## config.mk

```make
export PLATFORM = sky130hd
export DESIGN_NAME = swin_dbg_seq
export DESIGN_NICKNAME = d
export VERILOG_FILES = /design/src/rtl/swin_dbg_seq.sv
export SDC_FILE = /design/constraint.sdc
export NUM_CORES = 1
export LEC_CHECK = 0
export ABC_AREA = 1
export CAP_MARGIN = 20
export CORE_MARGIN = 2
export CORE_UTILIZATION = 61
export DETAILED_ROUTE_END_ITERATION = 8
export DONT_BUFFER_PORTS = 1
export HOLD_SLACK_MARGIN = 0.02
export PLACE_DENSITY = 0.84
export SLEW_MARGIN = 10
export SYNTH_ARGS = -nofsm -noshare
export SYNTH_HDL_FRONTEND = slang
export SYNTH_SLANG_ARGS = --single-unit
```

## constraint.sdc

```tcl
create_clock -name clk -period 19.5 [get_ports clk]
set_clock_uncertainty 0.1 [all_clocks]
set_input_delay 1.95 -clock clk [delete_from_list [all_inputs] [get_ports clk]]
set_output_delay 1.95 -clock clk [all_outputs]
set_load 0.02 [all_outputs]
```

## src/rtl/swin_dbg_seq.sv

```systemverilog
module swin_dbg_seq #(
  parameter int LW = 16
) (
  input  logic          clk,
  input  logic          rst_n,
  input  logic          cmd_we,
  input  logic [2:0]    cmd_wdata,
  output logic [2:0]    cmd_q,
  output logic [1:0]    status,
  output logic          err,
  output logic          cfg_req,
  input  logic          cfg_valid,
  input  logic [LW-1:0] cfg_frame,
  input  logic [LW-1:0] cfg_rel,
  input  logic [LW-1:0] cfg_conv,
  input  logic          bm_ready,
  output logic          tb_start,
  output logic [LW-1:0] tb_len,
  input  logic          tb_done,
  output logic          done
);
  localparam logic [2:0] C_START = 3'd1, C_PAUSE = 3'd2, C_STEP = 3'd3,
                         C_FINISH = 3'd4, C_STOP = 3'd7;

  typedef enum logic [2:0] {S_IDLE, S_FETCH, S_ACC, S_HALT, S_TB} st_t;
  st_t st;

  logic          halt;
  logic [LW-1:0] frame, rel, conv, acc, dec, target;
  logic [LW+1:0] reach;
  logic          last_win, at_edge, stop;
  logic          start_go, start_halt, pause_set, resume, resume_halt, bad;

  assign reach    = {2'b00, dec} + {2'b00, rel} + {2'b00, conv};
  assign target   = (reach >= {2'b00, frame}) ? frame : reach[LW-1:0];
  assign last_win = (target == frame);
  assign at_edge  = (acc == target);
  assign tb_len   = last_win ? frame - dec : rel;
  assign status   = (st == S_IDLE) ? 2'd0 : (st == S_HALT) ? 2'd2 : 2'd1;
  assign stop     = (cmd_q == C_STOP);

  always_comb begin
    start_go = 1'b0; start_halt = 1'b0; pause_set = 1'b0;
    resume = 1'b0; resume_halt = 1'b0; bad = 1'b0;
    if (cmd_q != 3'd0 && !stop) begin
      case (st)
        S_IDLE:
          if (cmd_q == C_START || cmd_q == C_PAUSE) begin
            start_go = 1'b1;
            start_halt = (cmd_q == C_PAUSE);
          end else bad = 1'b1;
        S_HALT:
          if (cmd_q == C_STEP || cmd_q == C_FINISH) begin
            resume = 1'b1;
            resume_halt = (cmd_q == C_STEP);
          end else bad = 1'b1;
        default:
          if (cmd_q == C_PAUSE) pause_set = 1'b1;
          else bad = 1'b1;
      endcase
    end
  end

  always_ff @(posedge clk or negedge rst_n) begin
    if (!rst_n) begin
      st <= S_IDLE; cmd_q <= '0; err <= 1'b0; halt <= 1'b0;
      cfg_req <= 1'b0; tb_start <= 1'b0; done <= 1'b0;
      frame <= '0; rel <= '0; conv <= '0; acc <= '0; dec <= '0;
    end else if (stop) begin
      st <= S_IDLE; cmd_q <= '0; err <= 1'b0; halt <= 1'b0;
      cfg_req <= 1'b0; tb_start <= 1'b0; done <= 1'b0;
      frame <= '0; rel <= '0; conv <= '0; acc <= '0; dec <= '0;
    end else begin
      if (cmd_we)              cmd_q <= cmd_wdata;
      else if (cmd_q != 3'd0)  cmd_q <= '0;
      err      <= err | bad;
      cfg_req  <= 1'b0;
      tb_start <= 1'b0;
      done     <= 1'b0;
      if (pause_set) halt <= 1'b1;
      case (st)
        S_IDLE:
          if (start_go) begin
            st <= S_FETCH; cfg_req <= 1'b1; halt <= start_halt;
            acc <= '0; dec <= '0;
          end
        S_FETCH:
          if (cfg_valid) begin
            frame <= cfg_frame; rel <= cfg_rel; conv <= cfg_conv;
            st <= S_ACC;
          end
        S_ACC:
          if (at_edge) begin
            if (halt) st <= S_HALT;
            else begin st <= S_TB; tb_start <= 1'b1; end
          end else if (bm_ready) acc <= acc + 1'b1;
        S_HALT:
          if (resume) begin
            halt <= resume_halt; st <= S_TB; tb_start <= 1'b1;
          end
        S_TB:
          if (tb_done) begin
            dec <= dec + tb_len;
            if (last_win) begin st <= S_IDLE; done <= 1'b1; end
            else st <= S_ACC;
          end
        default: st <= S_IDLE;
      endcase
    end
  end
endmodule

```

# --- Yosys cells after proc, flatten, opt, wreduce, memory -nomap -nowiden ---
# Index checks and enable logic that the tools add are counted.
classes:
  n_lt_le_gt_ge: 1
  reduce_logical: 16
  mux: 69
  n_eq_ne: 18
  bitwise_logic: 1
  addsub: 5
op_table:
  columns: ["op", "count"]
  rows:
  - ["16-bit 2-to-1 mux", 17]
  - ["16-bit case mux with 2 select lines", 2]
  - ["1-bit 2-to-1 mux", 33]
  - ["16-bit == test", 2]
  - ["3-bit 2-to-1 mux", 10]
  - ["3-bit inequality test (second input constant)", 7]
  - ["17-bit by 16-bit adder with 18-bit output", 1]
  - ["18-bit by 16-bit greater-or-equal comparator with 1-bit output", 1]
  - ["16-bit by 16-bit adder with 17-bit output", 1]
  - ["16-bit by 1-bit adder with 16-bit output (second input constant)", 1]
  - ["16-bit adder", 1]
  - ["16-bit subtractor", 1]
  - ["3-bit case mux with 5 select lines", 1]
  - ["3-bit by 2-bit == test with 1-bit output (second input constant)", 4]
  - ["3-bit nonzero test", 4]
  - ["3-bit == test (second input constant)", 3]
  - ["3-bit by 1-bit == test with 1-bit output (second input constant)", 2]
  - ["2-bit 2-to-1 mux", 3]
  - ["1-bit case mux with 2 select lines", 3]
  - ["5-bit AND reduction", 1]
  - ["4-bit AND reduction", 1]
  - ["2-bit nonzero test", 2]
  - ["3-bit zero test", 1]
  - ["3-bit AND reduction", 1]
  - ["other kinds (6)", 7]
word_totals:
  inputBits: 57
  wordCells: 122
  ff_bits: 91

# --- Longest topological paths before layout ---
# Gate-level depths: netlist of the first run.
depth:
  ltp_word: 10
  depth_mapped: 53
  ltp_nobuf: 50

# --- Worst setup path before layout of the first run ---
# Ideal clock, no wire load.
synth_timing:
  path_kind: "register to register"
  startpoint: "register rel[1]"
  endpoint: "register dec[12]"
  setup_slack_ns: 12.426
  t_arrival_ns: 6.848
  setup_time_ns: 0.126
  path_buffers: 3
  path_stages_with_launch: 51
  path_cell_list: "dfrtp_1 -> fa_1 -> ha_1 -> inv_1 -> fa_1 -> nand3b_1 -> nand2_1 -> nand2_1 -> nand2_1 -> nand2_1 -> nand3_1 -> xnor2_1 -> inv_1 -> ha_1 -> nand2_1 -> nor2_1 -> nand4_1 -> o21ai_0 -> (+15 left out) -> fa_1 -> inv_1 -> nand3_1 -> nand2_1 -> nand2_1 -> o21ai_0 -> nand2_1 -> nand2_1 -> a21oi_1 -> nor2_1 -> o21ai_0 -> nand2_1 -> nand2_1 -> nand2_1 -> a21oi_1 -> or2_2 -> nand3_1 -> o21ai_0"
synth_via:
  elab_chain_len: 10
synth_lines:
  columns: ["element", "line", "rtl"]
  rows:
  - ["start, declared", "29", "logic [LW-1:0] frame, rel, conv, acc, dec, target;"]
  - ["start signal, assigned", "89", "frame <= cfg_frame; rel <= cfg_rel; conv <= cfg_conv;"]
  - ["16-bit by 16-bit adder with 17-bit output (*)", "34", "assign reach = {2'b00, dec} + {2'b00, rel} + {2'b00, conv};"]
  - ["17-bit by 16-bit adder with 18-bit output (*)", "34", null]
  - ["18-bit by 16-bit greater-or-equal comparator with 1-bit output", "35", "assign target = (reach >= {2'b00, frame}) ? frame : reach[LW-1:0];"]
  - ["16-bit 2-to-1 mux (*)", "35", null]
  - ["16-bit == test (*)", "36", "assign last_win = (target == frame);"]
  - ["16-bit 2-to-1 mux (*)", "38", "assign tb_len = last_win ? frame - dec : rel;"]
  - ["via tb_len[0]", "18", "output logic [LW-1:0] tb_len,"]
  - ["16-bit adder (*)", "103", "dec <= dec + tb_len;"]
  - ["16-bit 2-to-1 mux (*)", "102", "if (tb_done) begin"]
  - ["16-bit case mux with 2 select lines (*)", "81", "case (st)"]
  - ["16-bit 2-to-1 mux (*)", "69", "end else if (stop) begin"]
  - ["end signal, assigned", "103", null]
  - ["end, declared", "29", null]
# Mark *: on every way through the listed nets, which the timed path passes. The rest lies on a longest branch. The select of a mux whose other input is x is not followed.
# A chain may end at the register's enable or synchronous reset.

# --- Worst setup path after layout of the first run ---
# Same ends and word-level chain as after synthesis.

==> results of run 1 <==
## flip-flops by register name (all words and copies together), names as in the netlist
name and count:
acc 16, tb_start 1, err 1, rel 16
st 3, conv 16, halt 1, done 1
frame 16, dec 16, cfg_req 1, cmd_q 3
## final cells by class
cell class | instances | area share
inverter | 183 | 0.0813
sequential | 91 | 0.270
tap | 172 | 0.0255
timing repair buffer | 5 | 0.00681
clock inverter | 7 | 0.00933
clock buffer | 9 | 0.0267
multi-input combinational | 858 | 0.581
## cells by family (layout without fill, tap and decap cells)
kind of cell | count (synthesis) | count (layout) | share of synthesized area
xor gates and xnor gates | 35 | 35 | 0.0382
AOI/OAI and AO/OA | 192 | 192 | 0.132
DFF | 91 | 91 | 0.284
buffers and inverters | 214 | 204 | 0.106
and+or+nand+nor | 548 | 548 | 0.293
adders and majority gates | 83 | 83 | 0.147
## per-layer routing
metal | routed length [µm] | track usage | vias up
met5 | 0 | 0 | -
met4 | 703 | 0.132 | 0
met3 | 1700 | 0.0685 | 52
met2 | 9580 | 0.494 | 320
met1 | 8830 | 0.390 | 3468
li1 | - | - | 3770
## worst max-delay path, delay by kind of cell, from the launching register on
kind | cells | cell delay [ps]
fa+ha+maj | 6 | 2110
buf+inv | 6 | 540
flops | 1 | 420
xor+xnor | 1 | 140
compound gates | 7 | 1780
simple gates | 28 | 3460
## stage by stage
stage	instance area (µm²)	setup WS, ps	cells	util	hold WS, ps
after floorplan	8030	12430	1163	-	342
after global placement	8110	11250	1307	0.637	358
after detailed placement	8110	10930	1307	0.637	367
after CTS	8410	10890	1323	0.661	390
after global routing	8450	9920	1325	0.664	421
final	8450	10790	1325	0.664	396
## cells in the mapped netlist (6+ instances only)
cell and count:
nand2_2 6, o21ai_0 92, nand2_1 280, nand3_1 135, o22ai_1 10, xnor2_1 8, nor2_1 79, ha_1 64
clkbuf_1 24, xor2_1 27, nor3_1 20, inv_1 180, nand4_1 9, nand3b_1 8, dfrtp_1 91, a21oi_1 59
fa_1 19
## path summary, 6_finish.rpt
path | startpoint | end | cells past startpoint
setup reg to reg | rel[1]$_DFFE_PN0P_ | dec[12]$_DFFE_PN0P_ | 48
hold reg to reg | acc[15]$_DFFE_PN0P_ | acc[15]$_DFFE_PN0P_ | 2
hold / removal | acc[15]$_DFFE_PN0P_ | acc[15]$_DFFE_PN0P_ | 2
max in group asynchronous | rst_n | st[2]$_DFFE_PN0P_ | 0
setup / recovery | rel[1]$_DFFE_PN0P_ | dec[12]$_DFFE_PN0P_ | 48
min in group asynchronous | rst_n | dec[7]$_DFFE_PN0P_ | 0
==> key figures, run 1 <==
Status
  • Outcome: finished, final reports clean

Timing
  • # setup viols final: 0
  • TNS Setup: 0 ps
  • Least-Margin Pin Slew: ~1000 ps
  • Max-slew violations: 0
  • Minimum clock period: a little under 9000 ps
  • Final period util: 0.447
  • FMAX: between 100 and 150 MHz
  • Worst rel slew slack: 0.309
  • Final Hold Viols: 0
  • RSZ-0062 raised after global routing: false

Logic synthesis
  • Register area share after synthesis: 0.284
  • Synth top area share: 0.284
  • Cell area after technology mapping: 8030 µm²
  • Async SR Flop Fraction: 1.00
  • Most area-consuming cells after synthesis: dfrtp_1, nand2_1, ha_1
  • Main synth FF type: dfrtp_1
  • Yosys top cell by area: dfrtp_1
  • Syn Inst Count: roughly 1200
  • Yosys warns: 0
  • Yosys cell types: 45
  • Synthesis-stage register bit count: 91
  • Mean Syn Cell Area: a little under 7 µm²
  • Post-synth EDFFs: 0
  • Post-synth net total: around 1300

Clock tree
  • CTS tree: built
  • CTS root buf: clkbuf_16
  • Setup bufs post-CTS: 0
  • H-tree level count: 3
  • Reg clk slew, reported paths: roughly 80 ps
  • Hold-fix buffer count after cts: 0
  • Worst skew pair latency: about 370 ps
  • Resize count post-CTS: 0
  • Clock sinks: 91
  • CTS Buf Count: 9
  • Clk buf depth: 2

Detailed routing
  • Via count: 7610
  • Initial DRC count: around 680
  • Post-Route WL: 20800 µm
  • Drt pass-1 iters: 5
  • Drc violations: 0
  • WL per Instance: between 15 and 20 µm
  • Average vias per placed instance: roughly 5.7
  • DRT antenna net count: 0

Floorplanning
  • I/O pin count: 82
  • Placeable Area: approximately 13000 µm²
  • Die X: 119 µm
  • Die ar.: approximately 14000 µm²
  • Die height: 119 µm
  • Site Rows: 41
  • Initial Util: 0.631

Worst setup path
  • CP max stage cell: o21ai_0
  • R2R setup slack: about 11000 ps
  • CP required: between 15000 and 20000 ps
  • CP arrival: 8840 ps
  • Crit end category: register
  • CP peak stage delay: about 910 ps
  • Kind of critical path: reg -> reg
  • CP Max Fanout: 40
  • CP dominant cell by count: nand2_1
  • CP Launch Type: register

Global route
  • Largest net degree at the start of global routing: between 90 and 100
  • Global-route wire length before repair: around 34000 µm
  • Gr usage total: 0.305
  • Global route overflow: 0
  • Vias in the first global route: ~7300
  • Initial antenna violation count: 0

Place
  • # port buffers: 0
  • DP Wirelength: 15600 µm
  • GP Congestion: between 0.9 and 1

Hold path
  • Tightest Hold Check Type: reg -> reg

Layout
  • Layout cell share with drive strength beyond 1: 0.0321
  • Multi-input gate area: between 4000 and 5000 µm²
  • Total inserted antenna cells: 0
  • Sequential Area: between 2000 and 2500 µm²
  • Fillers: ~1200
  • Most frequent cells in the layout: nand2_1, inv_1, nand3_1
  • Area Overhead vs Synth: 5.20%
  • Most common cell after layout, fill and taps aside: nand2_1
  • Final nets: about 1300

Run
  • Max-Cap Viols: 0
Power of run 1 is not shown: default switching activity piles up to over one toggle a cycle in this logic, so the estimate is an artifact.
==> inputs of run 2 (changes only) <==
- clock period: 19.5 -> 9.02 ns (I/O delays scaled with it)
==> run 2 against run 1 <==
  * Non-clock buffer count increased by 3
  * Fmax increased by 6.8%
  * Highest routed layer unchanged
  * Largest cell class unchanged
  * Utilization increased by 0.33 points
  * Critical path depth increased by 1
  * Design area increased by 0.50%
==> key figures, run 2 (same netlist as run 1, synthesis figures left out) <==
Run
  • Max-Cap Viols: 0 (unchanged)

Clock tree
  • Clk buf depth: 2 (unchanged)
  • Resize count post-CTS: 0 (unchanged)
  • CTS Buf Count: 9 (unchanged)
  • Reg clk slew, reported paths: 80 ps (about the same)
  • H-tree level count: 3 (unchanged)
  • CTS tree: built
  • Worst skew pair latency: 370 ps (about the same)
  • Clock sinks: 91 (unchanged)
  • Setup bufs post-CTS: 0 (unchanged)
  • Hold-fix buffer count after cts: 0 (unchanged)
  • CTS root buf: clkbuf_16

Floorplanning
  • Die ar.: 14100 µm² (unchanged)
  • Die height: 119 µm (unchanged)
  • Die X: 119 µm (unchanged)
  • Site Rows: 41 (unchanged)
  • Initial Util: 0.631 (unchanged)
  • Placeable Area: 12700 µm² (unchanged)
  • I/O pin count: 82 (unchanged)

Timing
  • RSZ-0062 raised after global routing: false
  • FMAX: 123 MHz (+6.8%)
  • Final period util: 0.904 (+0.457)
  • Max-slew violations: 0 (unchanged)
  • # setup viols final: 0 (unchanged)
  • Final Hold Viols: 0 (unchanged)
  • Least-Margin Pin Slew: 1050 ps (+15.4 ps)
  • Minimum clock period: 8150 ps (-557 ps)
  • TNS Setup: 0 ps (unchanged)
  • Worst rel slew slack: 0.298 (-0.0103)

Worst setup path
  • R2R depth: 49 (+2.1%)
  • CP dominant cell by count: nand2_1
  • CP Launch Type: register
  • CP required: 9160 ps (-10470 ps)
  • Worst r2r src: rel[1]$_DFFE_PN0P_
  • R2R setup slack: 870 ps (-9920 ps)
  • Worst r2r dst: dec[12]$_DFFE_PN0P_
  • Crit end category: register
  • CP arrival: 8290 ps (-550 ps)
  • CP Max Fanout: 35 (-13%)
  • Kind of critical path: reg -> reg
  • CP peak stage delay: 670 ps (-240 ps)
  • CP max stage cell: o21ai_0

Detailed routing
  • Via count: 7619 (+0.12%)
  • Average vias per placed instance: 5.74 (-0.11%)
  • Post-Route WL: 20800 µm (-0.27%)
  • Initial DRC count: 733 (+8.4%)
  • DRT antenna net count: 0 (unchanged)
  • WL per Instance: 15.6 µm (-0.49%)
  • Drc violations: 0 (unchanged)
  • Drt pass-1 iters: 7 (+2)

Hold path
  • Tightest Hold Check Type: in -> async

Layout
  • Total inserted antenna cells: 0 (unchanged)
  • Most common cell after layout, fill and taps aside: nand2_1
  • Most frequent cells in the layout: nand2_1, inv_1, nand3_1
  • Fillers: 1142 (-1.6%)
  • Final nets: 1291 (+0.23%)
  • Layout cell share with drive strength beyond 1: 0.0346 (+0.00251)
  • Area Overhead vs Synth: 5.73%
  • Post-layout util: 0.667 (+0.00334)

Global route
  • Global route overflow: 0 (unchanged)
  • Vias in the first global route: 7225 (-1.1%)
  • Largest net degree at the start of global routing: 92 (unchanged)
  • Gr usage total: 0.304 (-0.000524)
  • Global-route wire length before repair: 34500 µm (+0.18%)
  • Initial antenna violation count: 0 (unchanged)

Place
  • GP Congestion: 0.945 (+2.2%)
  • DP Wirelength: 15500 µm (-0.68%)
  • # port buffers: 0 (unchanged)

Status
  • Outcome: finished, final reports clean
==> run 2: critical path: cells and delay by family (launching register included) <==
family                     cells  cell delay (ps)
xor gates and xnor gates       1              140
adders and majority gates      6             2090
DFF                            1              420
buffers and inverters          7              770
AOI/OAI and AO/OA              7             1520
and+or+nand+nor               28             2950
==> run 2: per-stage QoR <==
step                hold slack (ps)  setup slack, ps  cell area, µm²  std cells
floorplan                       342             1950            8030       1163
global placement                358             1170            8130       1310
detailed placement              359              915            8130       1310
CTS                             119              866            8450       1326
global route                    116              148            8490       1328
finish                          127              866            8490       1328
==> run 2: worst max path at each step <==
stage	startpoint	end	slack, ps	cells past startpoint
after global routing	rel[1]$_DFFE_PN0P_	dec[12]$_DFFE_PN0P_	150	49
after floorplan	rel[1]$_DFFE_PN0P_	dec[12]$_DFFE_PN0P_	1950	50
after detailed placement	rel[1]$_DFFE_PN0P_	dec[12]$_DFFE_PN0P_	910	47
after CTS	rel[1]$_DFFE_PN0P_	dec[12]$_DFFE_PN0P_	870	47
after global placement	rel[1]$_DFFE_PN0P_	dec[12]$_DFFE_PN0P_	1170	47
final	rel[1]$_DFFE_PN0P_	dec[12]$_DFFE_PN0P_	870	49
==> run 2: final cells by class <==
type	instances	area, µm²	share of cell area
multi-input combinational	858	4910	0.578
sequential	91	2280	0.268
inverter	183	687	0.0809
clock buffer	9	225	0.0265
tap	172	215	0.0253
clock inverter	7	95.1	0.0112
timing repair buffer	8	83.8	0.00987
==> run 2: layer usage <==
| layer | wire [µm] | global-route usage |
|---|---|---|
| met1 | 9100 | 0.407 |
| met2 | 9480 | 0.483 |
| met3 | 1430 | 0.0536 |
| met4 | 735 | 0.135 |
| met5 | 0 | 0 |
Power of run 2 is left out for the same reason.
==> inputs of run 3 (changes only) <==
- CELL_PAD_IN_SITES_DETAIL_PLACEMENT: not set -> 0
- CELL_PAD_IN_SITES_GLOBAL_PLACEMENT: not set -> 1
- CORE_UTILIZATION: 61 -> 47
- PLACE_DENSITY: 0.84 -> 0.88
==> run 3 against run 2 <==
  * Final cell count increased by 3.6%
  * Clock-buffer cell count is the same
  * Critical path type unchanged
  * Non-clock buffer count unchanged
  * Sequential share of layout area decreased by 0.16 points
  * Critical path depth is 5 lower
  * Global-route usage is 5.8 points lower
==> key figures, run 3 (same netlist as run 1, synthesis figures left out) <==
Status
  • Outcome: finished, final reports clean

Clock tree
  • Worst skew pair latency: 360 ps (about the same)
  • CTS tree: built
  • CTS Buf Count: 9 (unchanged)
  • Setup bufs post-CTS: 0 (unchanged)
  • CTS root buf: clkbuf_16
  • Clk buf depth: 2 (unchanged)
  • H-tree level count: 3 (unchanged)
  • Clock sinks: 91 (unchanged)
  • Reg clk slew, reported paths: 80 ps (about the same)

Detailed routing
  • Post-Route WL: 21300 µm (+2.5%)
  • DRT antenna net count: 0 (unchanged)
  • Drt pass-1 iters: 6 (-1)
  • Average vias per placed instance: 5.33 (-7.2%)
  • Initial DRC count: 441 (-40%)
  • Via count: 7329 (-3.8%)
  • Drc violations: 0 (unchanged)
  • WL per Instance: 15.5 µm (-1.1%)

Worst setup path
  • CP peak stage delay: 830 ps (+160 ps)
  • CP required: 9140 ps (-20 ps)
  • CP max stage cell: o21ai_0
  • R2R setup slack: 910 ps (+40 ps)
  • CP arrival: 8230 ps (-60 ps)
  • CP dominant cell by count: nand2_1
  • Kind of critical path: reg -> reg
  • Crit end category: register
  • CP Launch Type: register
  • CP Max Fanout: 42 (+20%)

Timing
  • Max-slew violations: 0 (unchanged)
  • Worst rel slew slack: 0.285 (-0.0132)
  • Minimum clock period: 8110 ps (-40.9 ps)
  • # setup viols final: 0 (unchanged)
  • Least-Margin Pin Slew: 1070 ps (+18.4 ps)
  • Final Hold Viols: 0 (unchanged)
  • Final period util: 0.899 (-0.00453)
  • RSZ-0062 raised after global routing: false
  • FMAX: 123 MHz (+0.50%)
  • TNS Setup: 0 ps (unchanged)

Layout
  • Total inserted antenna cells: 0 (unchanged)
  • Most frequent cells in the layout: nand2_1, inv_1, nand3_1
  • Layout cell share with drive strength beyond 1: 0.0346 (unchanged)
  • Area Overhead vs Synth: 6.37%
  • Final instance area: 8540 µm² (+0.60%)
  • Most common cell after layout, fill and taps aside: nand2_1
  • Non-filler cells, final: 1376 (+3.6%)
  • Final nets: 1291 (unchanged)

Place
  • Placed cell count: 1358 (+3.7%)
  • Placed cell areas: 8190 µm² (+0.74%)
  • DP Wirelength: 16600 µm (+7.1%)
  • # port buffers: 0 (unchanged)
  • GP Congestion: 0.872 (-7.7%)

Run
  • Max-Cap Viols: 0 (unchanged)

Global route
  • Vias in the first global route: 7150 (-1.0%)
  • Global route overflow: 0 (unchanged)
  • Gr usage total: 0.247 (-0.0575)
  • Largest net degree at the start of global routing: 92 (unchanged)
  • Initial antenna violation count: 0 (unchanged)
  • Global-route wire length before repair: 35500 µm (+3.0%)

Floorplanning
  • Die ar.: 18100 µm² (+29%)
  • I/O pin count: 82 (unchanged)
  • Initial Util: 0.482 (-0.149)
  • Site Rows: 47 (+15%)
  • Die height: 135 µm (+13%)
  • Die X: 135 µm (+13%)
  • Placeable Area: 16600 µm² (+31%)

Hold path
  • Tightest Hold Check Type: in -> async
-- run 3: per-stage QoR --
stage | util | worst slack [ps] | hold WS, ps
floorplan | - | 1950 | 342
global placement | 0.492 | 869 | 358
detailed placement | 0.492 | 660 | 373
CTS | 0.511 | 614 | 120
global route | 0.513 | 56.6 | 122
finish | 0.513 | 907 | 138
-- run 3: final cells by class --
type,count,area [µm²]
timing repair buffer,8,80.1
fill,1745,8100
clock buffer,9,225
clock inverter,7,90.1
inverter,183,687
multi-input combinational,858,4910
tap,220,275
sequential,91,2280
-- run 3: worst paths after layout --
path | from | to | cells past startpoint
setup / recovery | rel[1]$_DFFE_PN0P_ | dec[11]$_DFFE_PN0P_ | 44
hold / removal | rst_n | dec[13]$_DFFE_PN0P_ | 0
setup reg to reg | rel[1]$_DFFE_PN0P_ | dec[11]$_DFFE_PN0P_ | 44
hold reg to reg | acc[15]$_DFFE_PN0P_ | acc[15]$_DFFE_PN0P_ | 2
max in group asynchronous | rst_n | frame[8]$_DFFE_PN0P_ | 0
min in group clk | acc[15]$_DFFE_PN0P_ | acc[15]$_DFFE_PN0P_ | 2
-- run 3: what timing repair did --
action	4_1_cts	5_1_grt
hold buffers	0	0
hold endpoints to repair	0	0
setup endpoints to repair	0	1
gates resized for setup	0	2
-- run 3: worst max-delay path, delay by kind of cell (launching register included) --
family	cells	cell delay (ps)
AO/OA/AOI/OAI	11	2620
AND/OR/NAND/NOR	24	2600
adder cells (fa/ha/maj)	5	1820
flip-flops	1	410
buffers and inverters	4	380
-- run 3: per-layer routing --
layer  vias up  share of wire  GRT usage
met5         -              0          0
met4         0          0.019     0.0725
met3        21          0.048     0.0409
met2       172           0.46      0.410
met1      3362           0.47      0.332
li1       3774              -          -
Power of run 3 is left out for the same reason.
